==> src/rtl/eye_scan_pkg.sv <==
package eye_scan_pkg;

    typedef enum logic [2:0] {
        ST_IDLE,
        ST_SETTLE,
        ST_DWELL,
        ST_RECORD,
        ST_FINISH
    } scan_state_t;

endpackage

==> src/rtl/eye_point_meter.sv <==
module eye_point_meter #(
    parameter int CNT_W = 16
) (
    input  logic             clk,
    input  logic             rst_n,
    input  logic             clr,
    input  logic             en,
    input  logic             main_bit,
    input  logic             offs_bit,
    input  logic [CNT_W-1:0] dwell_len,
    input  logic [CNT_W-1:0] err_lim,
    output logic             last_cmp,
    output logic             pt_open
);

    logic [CNT_W-1:0] cmp_cnt;
    logic [CNT_W-1:0] err_cnt;
    logic             mism;

    assign mism     = main_bit ^ offs_bit;
    assign last_cmp = en && ((dwell_len == '0) || (cmp_cnt == dwell_len - CNT_W'(1)));
    assign pt_open  = (err_cnt <= err_lim);

    always_ff @(posedge clk) begin
        if (!rst_n) begin
            cmp_cnt <= '0;
            err_cnt <= '0;
        end else if (clr) begin
            cmp_cnt <= '0;
            err_cnt <= '0;
        end else if (en) begin
            cmp_cnt <= cmp_cnt + CNT_W'(1);
            if (mism && (err_cnt != '1))
                err_cnt <= err_cnt + CNT_W'(1);
        end
    end


    err_bound_chk: assert property (@(posedge clk) disable iff (!rst_n)
        err_cnt <= cmp_cnt);

endmodule

==> src/rtl/eye_run_tracker.sv <==
module eye_run_tracker #(
    parameter int PH_STEPS = 32,
    parameter int TH_STEPS = 32,
    parameter int TH_W     = 5,
    parameter int RUN_W    = 6
) (
    input  logic             clk,
    input  logic             rst_n,
    input  logic             clr,
    input  logic             upd,
    input  logic             pt_open,
    input  logic             th_last,
    input  logic [TH_W-1:0]  th_idx,
    output logic [RUN_W-1:0] h_best,
    output logic [RUN_W-1:0] v_best
);

    logic [RUN_W-1:0] h_run [TH_STEPS];
    logic [RUN_W-1:0] v_run;
    logic [RUN_W-1:0] h_next;
    logic [RUN_W-1:0] v_next;

    for (genvar g = 0; g < TH_STEPS; g++) begin : g_row
        logic [RUN_W-1:0] run_q;
        always_ff @(posedge clk) begin
            if (!rst_n)
                run_q <= '0;
            else if (clr)
                run_q <= '0;
            else if (upd && (th_idx == TH_W'(g)))
                run_q <= pt_open ? run_q + RUN_W'(1) : '0;
        end
        assign h_run[g] = run_q;
    end

    assign h_next = pt_open ? h_run[th_idx] + RUN_W'(1) : '0;
    assign v_next = pt_open ? v_run + RUN_W'(1) : '0;

    always_ff @(posedge clk) begin
        if (!rst_n) begin
            v_run  <= '0;
            v_best <= '0;
            h_best <= '0;
        end else if (clr) begin
            v_run  <= '0;
            v_best <= '0;
            h_best <= '0;
        end else if (upd) begin
            v_run <= th_last ? '0 : v_next;
            if (v_next > v_best) v_best <= v_next;
            if (h_next > h_best) h_best <= h_next;
        end
    end


    h_run_bound_chk: assert property (@(posedge clk) disable iff (!rst_n)
        h_best <= RUN_W'(PH_STEPS));


    v_run_bound_chk: assert property (@(posedge clk) disable iff (!rst_n)
        v_best <= RUN_W'(TH_STEPS));

endmodule

==> src/rtl/eye_pct_calc.sv <==
module eye_pct_calc #(
    parameter int DIM   = 32,
    parameter int RUN_W = 6,
    parameter int PCT_W = 7
) (
    input  logic [RUN_W-1:0] run_len,
    output logic [PCT_W-1:0] pct
);

    localparam int PROD_W = RUN_W + 7;

    logic [PROD_W-1:0] prod;
    logic [PROD_W-1:0] quot;

    assign prod = PROD_W'(run_len) * PROD_W'(100);
    assign quot = prod / PROD_W'(DIM);
    assign pct  = PCT_W'(quot);

endmodule

==> src/rtl/eye_scan_ctrl.sv <==
module eye_scan_ctrl
    import eye_scan_pkg::*;
#(
    parameter int PH_STEPS = 32,
    parameter int TH_STEPS = 32,
    parameter int CNT_W    = 16,
    parameter int PCT_W    = 7
) (
    input  logic                                  clk,
    input  logic                                  rst_n,
    input  logic                                  start,
    input  logic                                  cdr_lock,
    input  logic                                  main_bit,
    input  logic                                  offs_bit,
    input  logic [CNT_W-1:0]                      cfg_settle,
    input  logic [CNT_W-1:0]                      cfg_dwell,
    input  logic [CNT_W-1:0]                      cfg_err_lim,
    input  logic [PCT_W-1:0]                      cfg_hmin,
    input  logic [PCT_W-1:0]                      cfg_vmin,
    output logic [$clog2(PH_STEPS)-1:0]           phase_sel,
    output logic [$clog2(TH_STEPS)-1:0]           thresh_sel,
    input  logic [$clog2(PH_STEPS*TH_STEPS)-1:0]  map_addr,
    output logic                                  map_rd_data,
    output logic                                  busy,
    output logic                                  done,
    output logic                                  nolock,
    output logic [PCT_W-1:0]                      heo_pct,
    output logic [PCT_W-1:0]                      veo_pct,
    output logic                                  h_pass,
    output logic                                  v_pass
);

    localparam int PH_W   = $clog2(PH_STEPS);
    localparam int TH_W   = $clog2(TH_STEPS);
    localparam int MAP_N  = PH_STEPS * TH_STEPS;
    localparam int ADDR_W = $clog2(MAP_N);
    localparam int MAXDIM = (PH_STEPS > TH_STEPS) ? PH_STEPS : TH_STEPS;
    localparam int RUN_W  = $clog2(MAXDIM + 1);

    scan_state_t      state, state_nx;
    logic [PH_W-1:0]  ph_idx;
    logic [TH_W-1:0]  th_idx;
    logic [CNT_W-1:0] settle_cnt;
    logic             aborted;
    logic [MAP_N-1:0] map_bits;
    logic [ADDR_W-1:0] wr_addr;

    logic             last_cmp;
    logic             pt_open;
    logic             th_last;
    logic             grid_last;
    logic             scan_go;
    logic             trk_upd;
    logic [RUN_W-1:0] h_best;
    logic [RUN_W-1:0] v_best;
    logic [PCT_W-1:0] h_pct;
    logic [PCT_W-1:0] v_pct;

    assign th_last   = (th_idx == TH_W'(TH_STEPS - 1));
    assign grid_last = th_last && (ph_idx == PH_W'(PH_STEPS - 1));
    assign scan_go   = (state == ST_IDLE) && start;
    assign trk_upd   = (state == ST_RECORD) && cdr_lock;
    assign wr_addr   = ADDR_W'(ph_idx) * ADDR_W'(TH_STEPS) + ADDR_W'(th_idx);

    assign phase_sel   = ph_idx;
    assign thresh_sel  = th_idx;
    assign map_rd_data = map_bits[map_addr];

    eye_point_meter #(.CNT_W(CNT_W)) u_meter (
        .clk       (clk),
        .rst_n     (rst_n),
        .clr       (state == ST_SETTLE),
        .en        (state == ST_DWELL),
        .main_bit  (main_bit),
        .offs_bit  (offs_bit),
        .dwell_len (cfg_dwell),
        .err_lim   (cfg_err_lim),
        .last_cmp  (last_cmp),
        .pt_open   (pt_open)
    );

    eye_run_tracker #(
        .PH_STEPS (PH_STEPS),
        .TH_STEPS (TH_STEPS),
        .TH_W     (TH_W),
        .RUN_W    (RUN_W)
    ) u_tracker (
        .clk     (clk),
        .rst_n   (rst_n),
        .clr     (scan_go),
        .upd     (trk_upd),
        .pt_open (pt_open),
        .th_last (th_last),
        .th_idx  (th_idx),
        .h_best  (h_best),
        .v_best  (v_best)
    );

    eye_pct_calc #(.DIM(PH_STEPS), .RUN_W(RUN_W), .PCT_W(PCT_W)) u_hpct (
        .run_len (h_best),
        .pct     (h_pct)
    );

    eye_pct_calc #(.DIM(TH_STEPS), .RUN_W(RUN_W), .PCT_W(PCT_W)) u_vpct (
        .run_len (v_best),
        .pct     (v_pct)
    );

    always_comb begin
        state_nx = state;
        unique case (state)
            ST_IDLE: begin
                if (start) state_nx = cdr_lock ? ST_SETTLE : ST_FINISH;
            end
            ST_SETTLE: begin
                if (!cdr_lock)                      state_nx = ST_FINISH;
                else if (settle_cnt == cfg_settle)  state_nx = ST_DWELL;
            end
            ST_DWELL: begin
                if (!cdr_lock)     state_nx = ST_FINISH;
                else if (last_cmp) state_nx = ST_RECORD;
            end
            ST_RECORD: begin
                if (!cdr_lock || grid_last) state_nx = ST_FINISH;
                else                        state_nx = ST_SETTLE;
            end
            ST_FINISH: state_nx = ST_IDLE;
            default:   state_nx = ST_IDLE;
        endcase
    end

    always_ff @(posedge clk) begin
        if (!rst_n) state <= ST_IDLE;
        else        state <= state_nx;
    end

    always_ff @(posedge clk) begin
        if (!rst_n) begin
            ph_idx     <= '0;
            th_idx     <= '0;
            settle_cnt <= '0;
            aborted    <= 1'b0;
            map_bits   <= '0;
            busy       <= 1'b0;
            done       <= 1'b0;
            nolock     <= 1'b0;
            heo_pct    <= '0;
            veo_pct    <= '0;
            h_pass     <= 1'b0;
            v_pass     <= 1'b0;
        end else begin
            done <= 1'b0;
            unique case (state)
                ST_IDLE: begin
                    if (start) begin
                        ph_idx     <= '0;
                        th_idx     <= '0;
                        settle_cnt <= '0;
                        map_bits   <= '0;
                        aborted    <= !cdr_lock;
                        busy       <= cdr_lock;
                    end
                end
                ST_SETTLE: begin
                    if (!cdr_lock) aborted <= 1'b1;
                    settle_cnt <= settle_cnt + CNT_W'(1);
                end
                ST_DWELL: begin
                    if (!cdr_lock) aborted <= 1'b1;
                end
                ST_RECORD: begin
                    if (!cdr_lock) begin
                        aborted <= 1'b1;
                    end else begin
                        map_bits[wr_addr] <= pt_open;
                        settle_cnt        <= '0;
                        if (!grid_last) begin
                            if (th_last) begin
                                th_idx <= '0;
                                ph_idx <= ph_idx + PH_W'(1);
                            end else begin
                                th_idx <= th_idx + TH_W'(1);
                            end
                        end
                    end
                end
                ST_FINISH: begin
                    busy    <= 1'b0;
                    done    <= 1'b1;
                    nolock  <= aborted;
                    heo_pct <= aborted ? '0 : h_pct;
                    veo_pct <= aborted ? '0 : v_pct;
                    h_pass  <= !aborted && (h_pct >= cfg_hmin);
                    v_pass  <= !aborted && (v_pct >= cfg_vmin);
                end
                default: ;
            endcase
        end
    end


    done_pulse_chk: assert property (@(posedge clk) disable iff (!rst_n)
        done |=> !done);


    done_idle_chk: assert property (@(posedge clk) disable iff (!rst_n)
        done |-> !busy);


    sel_hold_chk: assert property (@(posedge clk) disable iff (!rst_n)
        (state == ST_DWELL && $past(state) == ST_DWELL) |-> ($stable(phase_sel) && $stable(thresh_sel)));


    nolock_zero_chk: assert property (@(posedge clk) disable iff (!rst_n)
        (done && nolock) |-> (heo_pct == '0 && veo_pct == '0 && !h_pass && !v_pass));


    pct_range_chk: assert property (@(posedge clk) disable iff (!rst_n)
        done |-> (heo_pct <= PCT_W'(100) && veo_pct <= PCT_W'(100)));


    lock_abort_chk: assert property (@(posedge clk) disable iff (!rst_n)
        (busy && !cdr_lock && state != ST_FINISH) |-> ##2 !busy);

endmodule

==> config.mk <==
export PLATFORM = sky130hd
export DESIGN_NAME = eye_scan_ctrl
export DESIGN_NICKNAME = d
export VERILOG_FILES = /design/src/rtl/eye_scan_pkg.sv /design/src/rtl/eye_point_meter.sv /design/src/rtl/eye_run_tracker.sv /design/src/rtl/eye_pct_calc.sv /design/src/rtl/eye_scan_ctrl.sv
export SDC_FILE = /design/constraint.sdc
export NUM_CORES = 2
export LEC_CHECK = 0
export ABC_AREA = 1
export ABC_CLOCK_PERIOD_IN_PS = 3660
export BUFFER_PORTS_ARGS = -buffer_cell sky130_fd_sc_hd__buf_4
export CORE_MARGIN = 1
export CORE_UTILIZATION = 50
export DETAILED_ROUTE_END_ITERATION = 8
export HOLD_SLACK_MARGIN = 0.15
export PLACE_DENSITY = 0.77
export SYNTH_ARGS = -nofsm -noshare
export SYNTH_HDL_FRONTEND = slang
export SYNTH_SLANG_ARGS = --single-unit
==> constraint.sdc <==
create_clock -name clk -period 3.66 [get_ports clk]
set_input_delay 0.549 -clock clk [delete_from_list [all_inputs] [get_ports clk]]
set_output_delay 0.549 -clock clk [all_outputs]
set_load 0.05 [all_outputs]
==> impl_metrics.tcl <==
set metrics [dict create \
    outcome "complete, but fails checks" \
    violations "design-rule violations" \
    slowest_delay_ns 0.27 \
    yosysWarnings 0 \
    synth_edf_count 0 \
    drtIter0Drc 9039 \
    yosysTopAreaCellShare_pct 37.5 \
    final_area_mm2 0.0784 \
    finalNonFillerCells 12400 \
    fmax_ghz 0.278 \
    htree_num_levels 4 \
    path_class "input port to output port" \
    routabilityCongestion 0.927 \
    synthArstFlopShare_pct 0 \
    crit_slowest_cell "buf_12" \
    fin_nets 10700 \
    hold_class "input port to flop" \
    fillers 12700 \
    drc 1 \
    worst_clock_skew_ns 0.0509 \
    crit_path_start "map_addr[0]" \
    cts.clk_slew.worst_paths_ns 0.05 \
    cts_tree "built" \
    r2r_start "thresh_sel[0]" \
    crit_end "map_rd_data" \
    r2r_end "u_tracker.h_best[5]" \
    via_per_inst 5.74 \
    fin_util_pct 56.3 \
    wl_mm 232 \
    die_w_um 376 \
    grtUsageTotal_pct 31.5 \
    finalMaxSlewViolations 0 \
    grt_pass1_vias 66500 \
    dpl.hpwl_mm 143 \
    pin_count 108 \
    path_common_cell "nand3_1" \
    holdWs_ns 0.283 \
    finalCriticalPeriod_ns 3.59 \
    initial_utilization_pct 50.3 \
    synth-seq-area-share_pct 37.5 \
    min_from "start" \
    final_common_cell "nand2_1" \
    dp.cells 12200 \
    drv_cap 0 \
    p_per_area_mw_per_mm2 410 \
    cts_num_sinks 1315 \
    netlist_instances 10600 \
    yosys.area.top_type "dfxtp_1" \
    seq_area_mm2 0.0263 \
    final_cell_mix "2,393 x nand2_1, 1,601 x inv_1, 1,312 x dfxtp_1" \
    multi_input_area_mm2 0.0347 \
    antenna_found_initial 2 \
    area_growth_pct 11.9 \
    grt_pass1_wl_mm 360 \
    cp.arrival_ns 3.04 \
    cts_inserted_buffers 145 \
    critPathMaxFanout 33 \
    synthFlopType "dfxtp_1" \
    core_mm2 0.139 \
    critical_path.endpoint_type "output port" \
    synth_area_leaders "dfxtp_1 38%, nand2_1 13%, o211ai_1 8.8%, inv_1 8.6%, nand3_1 7.7%" \
    period_share_pct 98.1 \
    syn_avg_cell_area_um2 6.60 \
    grt-ovfl-total 0 \
    hold_viol_final 0 \
    relSlewSlack_pct 12.6 \
    syn_area_mm2 0.0701 \
    synthDistinctLibCells 53 \
    first_pass_iters 7 \
    floorplan.rows 137 \
    place_area_mm2 0.0731 \
    worstMarginPinSlew_ns 1.31 \
    cp-start-kind "input port" \
    grt_start_max_net_pins 224 \
    die_area_mm2 0.142 \
    cts.root.buffer_cell "clkbuf_16" \
    insertion_delay_ns 0.82 \
    ff2ff_setup_slack_ns 0.15 \
    p_leak_nw 34.4 \
    clockBufferDepth 3 \
    ys_ff_latch 1315 \
    antenna_left 0 \
    crit_chain "buf_8, inv_8, buf_12, buf_12, nand2_1, nand3_1, nand3_1, nand3_1, nand3_1, nand3_1, nand3_1, nand2_1, nand2_1, nand3_1, nand3_1, nand2_2, buf_4" \
    setup_violations 0 \
    r2r_cells 26 \
    syn_nets 10800 \
    p_total_mw 32.2 \
    worst_ep_required_time_ns 3.11 \
    irDropWorstVdd_v 0.000414 \
    io_buffers 107 \
    wire_per_inst_um 18.7 \
    routed-via-count 71300 \
    die_h_um 376 \
    final_layout_size_suffix_gt1_share_pct 7.16 \
]
worst min path at each step:
stage / end / cells past startpoint
floorplan: settle_cnt[14] / 1
global placement: veo_pct[5] / 2
detailed placement: heo_pct[1] / 2
CTS: state[0] / 5
global route: aborted / 5
finish: state[0] / 5
metal layers:
layer / global-route usage, % / wire, um
met5: 0 / 0
met3: 6.08 / 24500
met2: 50.2 / 103000
met4: 19.7 / 15500
met1: 39.1 / 89700
logic make-up (layout without fill, tap and decap cells):
logic type      after synthesis  after routing  synth area share [%]
simple gates               4902           4902                  29.2
buf+inv                    2347           2286                  13.2
xor+xnor                    153            153                  1.91
fa+ha+maj                   134            134                  2.41
flops                      1315           1315                  37.5
other cells                   0              4                     0
compound gates             1766           1766                  15.7
layout make-up:
type                       instances  share of cell area [%]
inverter                        1669                    8.04
antenna                            4                  0.0128
clock buffer                     209                    5.43
tap                             1876                    2.99
clock inverter                    50                   0.641
multi-input combinational       6955                    44.3
timing repair buffer             358                    5.05
sequential                      1315                    33.6
metrics by stage:
step                      worst slack, ns  setup TNS (ns)
after global routing               -0.111          -0.452
after CTS                          0.0336               0
final                              0.0684               0
after global placement            -0.0746         -0.0746
after detailed placement          -0.0633         -0.0633
after floorplan                    0.0792               0
report_power, final:
group          total (mW)  leakage, nW  switching (mW)  internal, mW
Combinational        3.04         21.5            2.16         0.880
Clock                14.8         2.34            6.29          8.48
Sequential           14.4         10.6          0.0281          14.3
Total                32.2         34.4            8.48          23.7
synth_stat cells, types with 5 or more instances:
library cell  instances
nor2_4               20
a211oi_1              7
buf_1                81
ha_1                132
nor3b_1              27
inv_1              1611
xor2_1              116
o21ai_1              58
nor4_1               10
nor2_1             1162
nand3_1            1084
dfxtp_1            1315
clkbuf_1            339
buf_6                14
buf_4                 9
nor3_1               72
a21oi_1             469
buf_2               234
xnor2_1              37
o21ai_0             380
nor3_2                8
clkinv_1             19
nor4_2                5
nor2_2               36
inv_2                39
or2_2                 5
nand2_1            2405
a21boi_0              5
o211ai_1            823
nand4_1              56
critical path: cells and delay by family:
kind / cells / cell delay, ns
buf+inv: 5 / 1.05
simple gates: 12 / 1.39
registers in the layout (all words and copies together) (netlist names), 6 cells and up:
name / flops
u_tracker.g_row.run_q: 192
u_meter.cmp_cnt: 16
veo_pct: 7
settle_cnt: 16
map_bits: 1024
heo_pct: 7
u_tracker.v_run: 6
u_tracker.v_best: 6
u_tracker.h_best: 6
u_meter.err_cnt: 16
timing repair:
action / CTS / global route
setup endpoints to repair: 1 / 7
gates resized for setup: 2 / 62
pin swaps: 0 / 13
cloned: 0 / 13
hold endpoints to repair: 5 / 0
setup buffers: 0 / 6
hold buffers: 2 / 0
(Power assumes the default switching activity.)
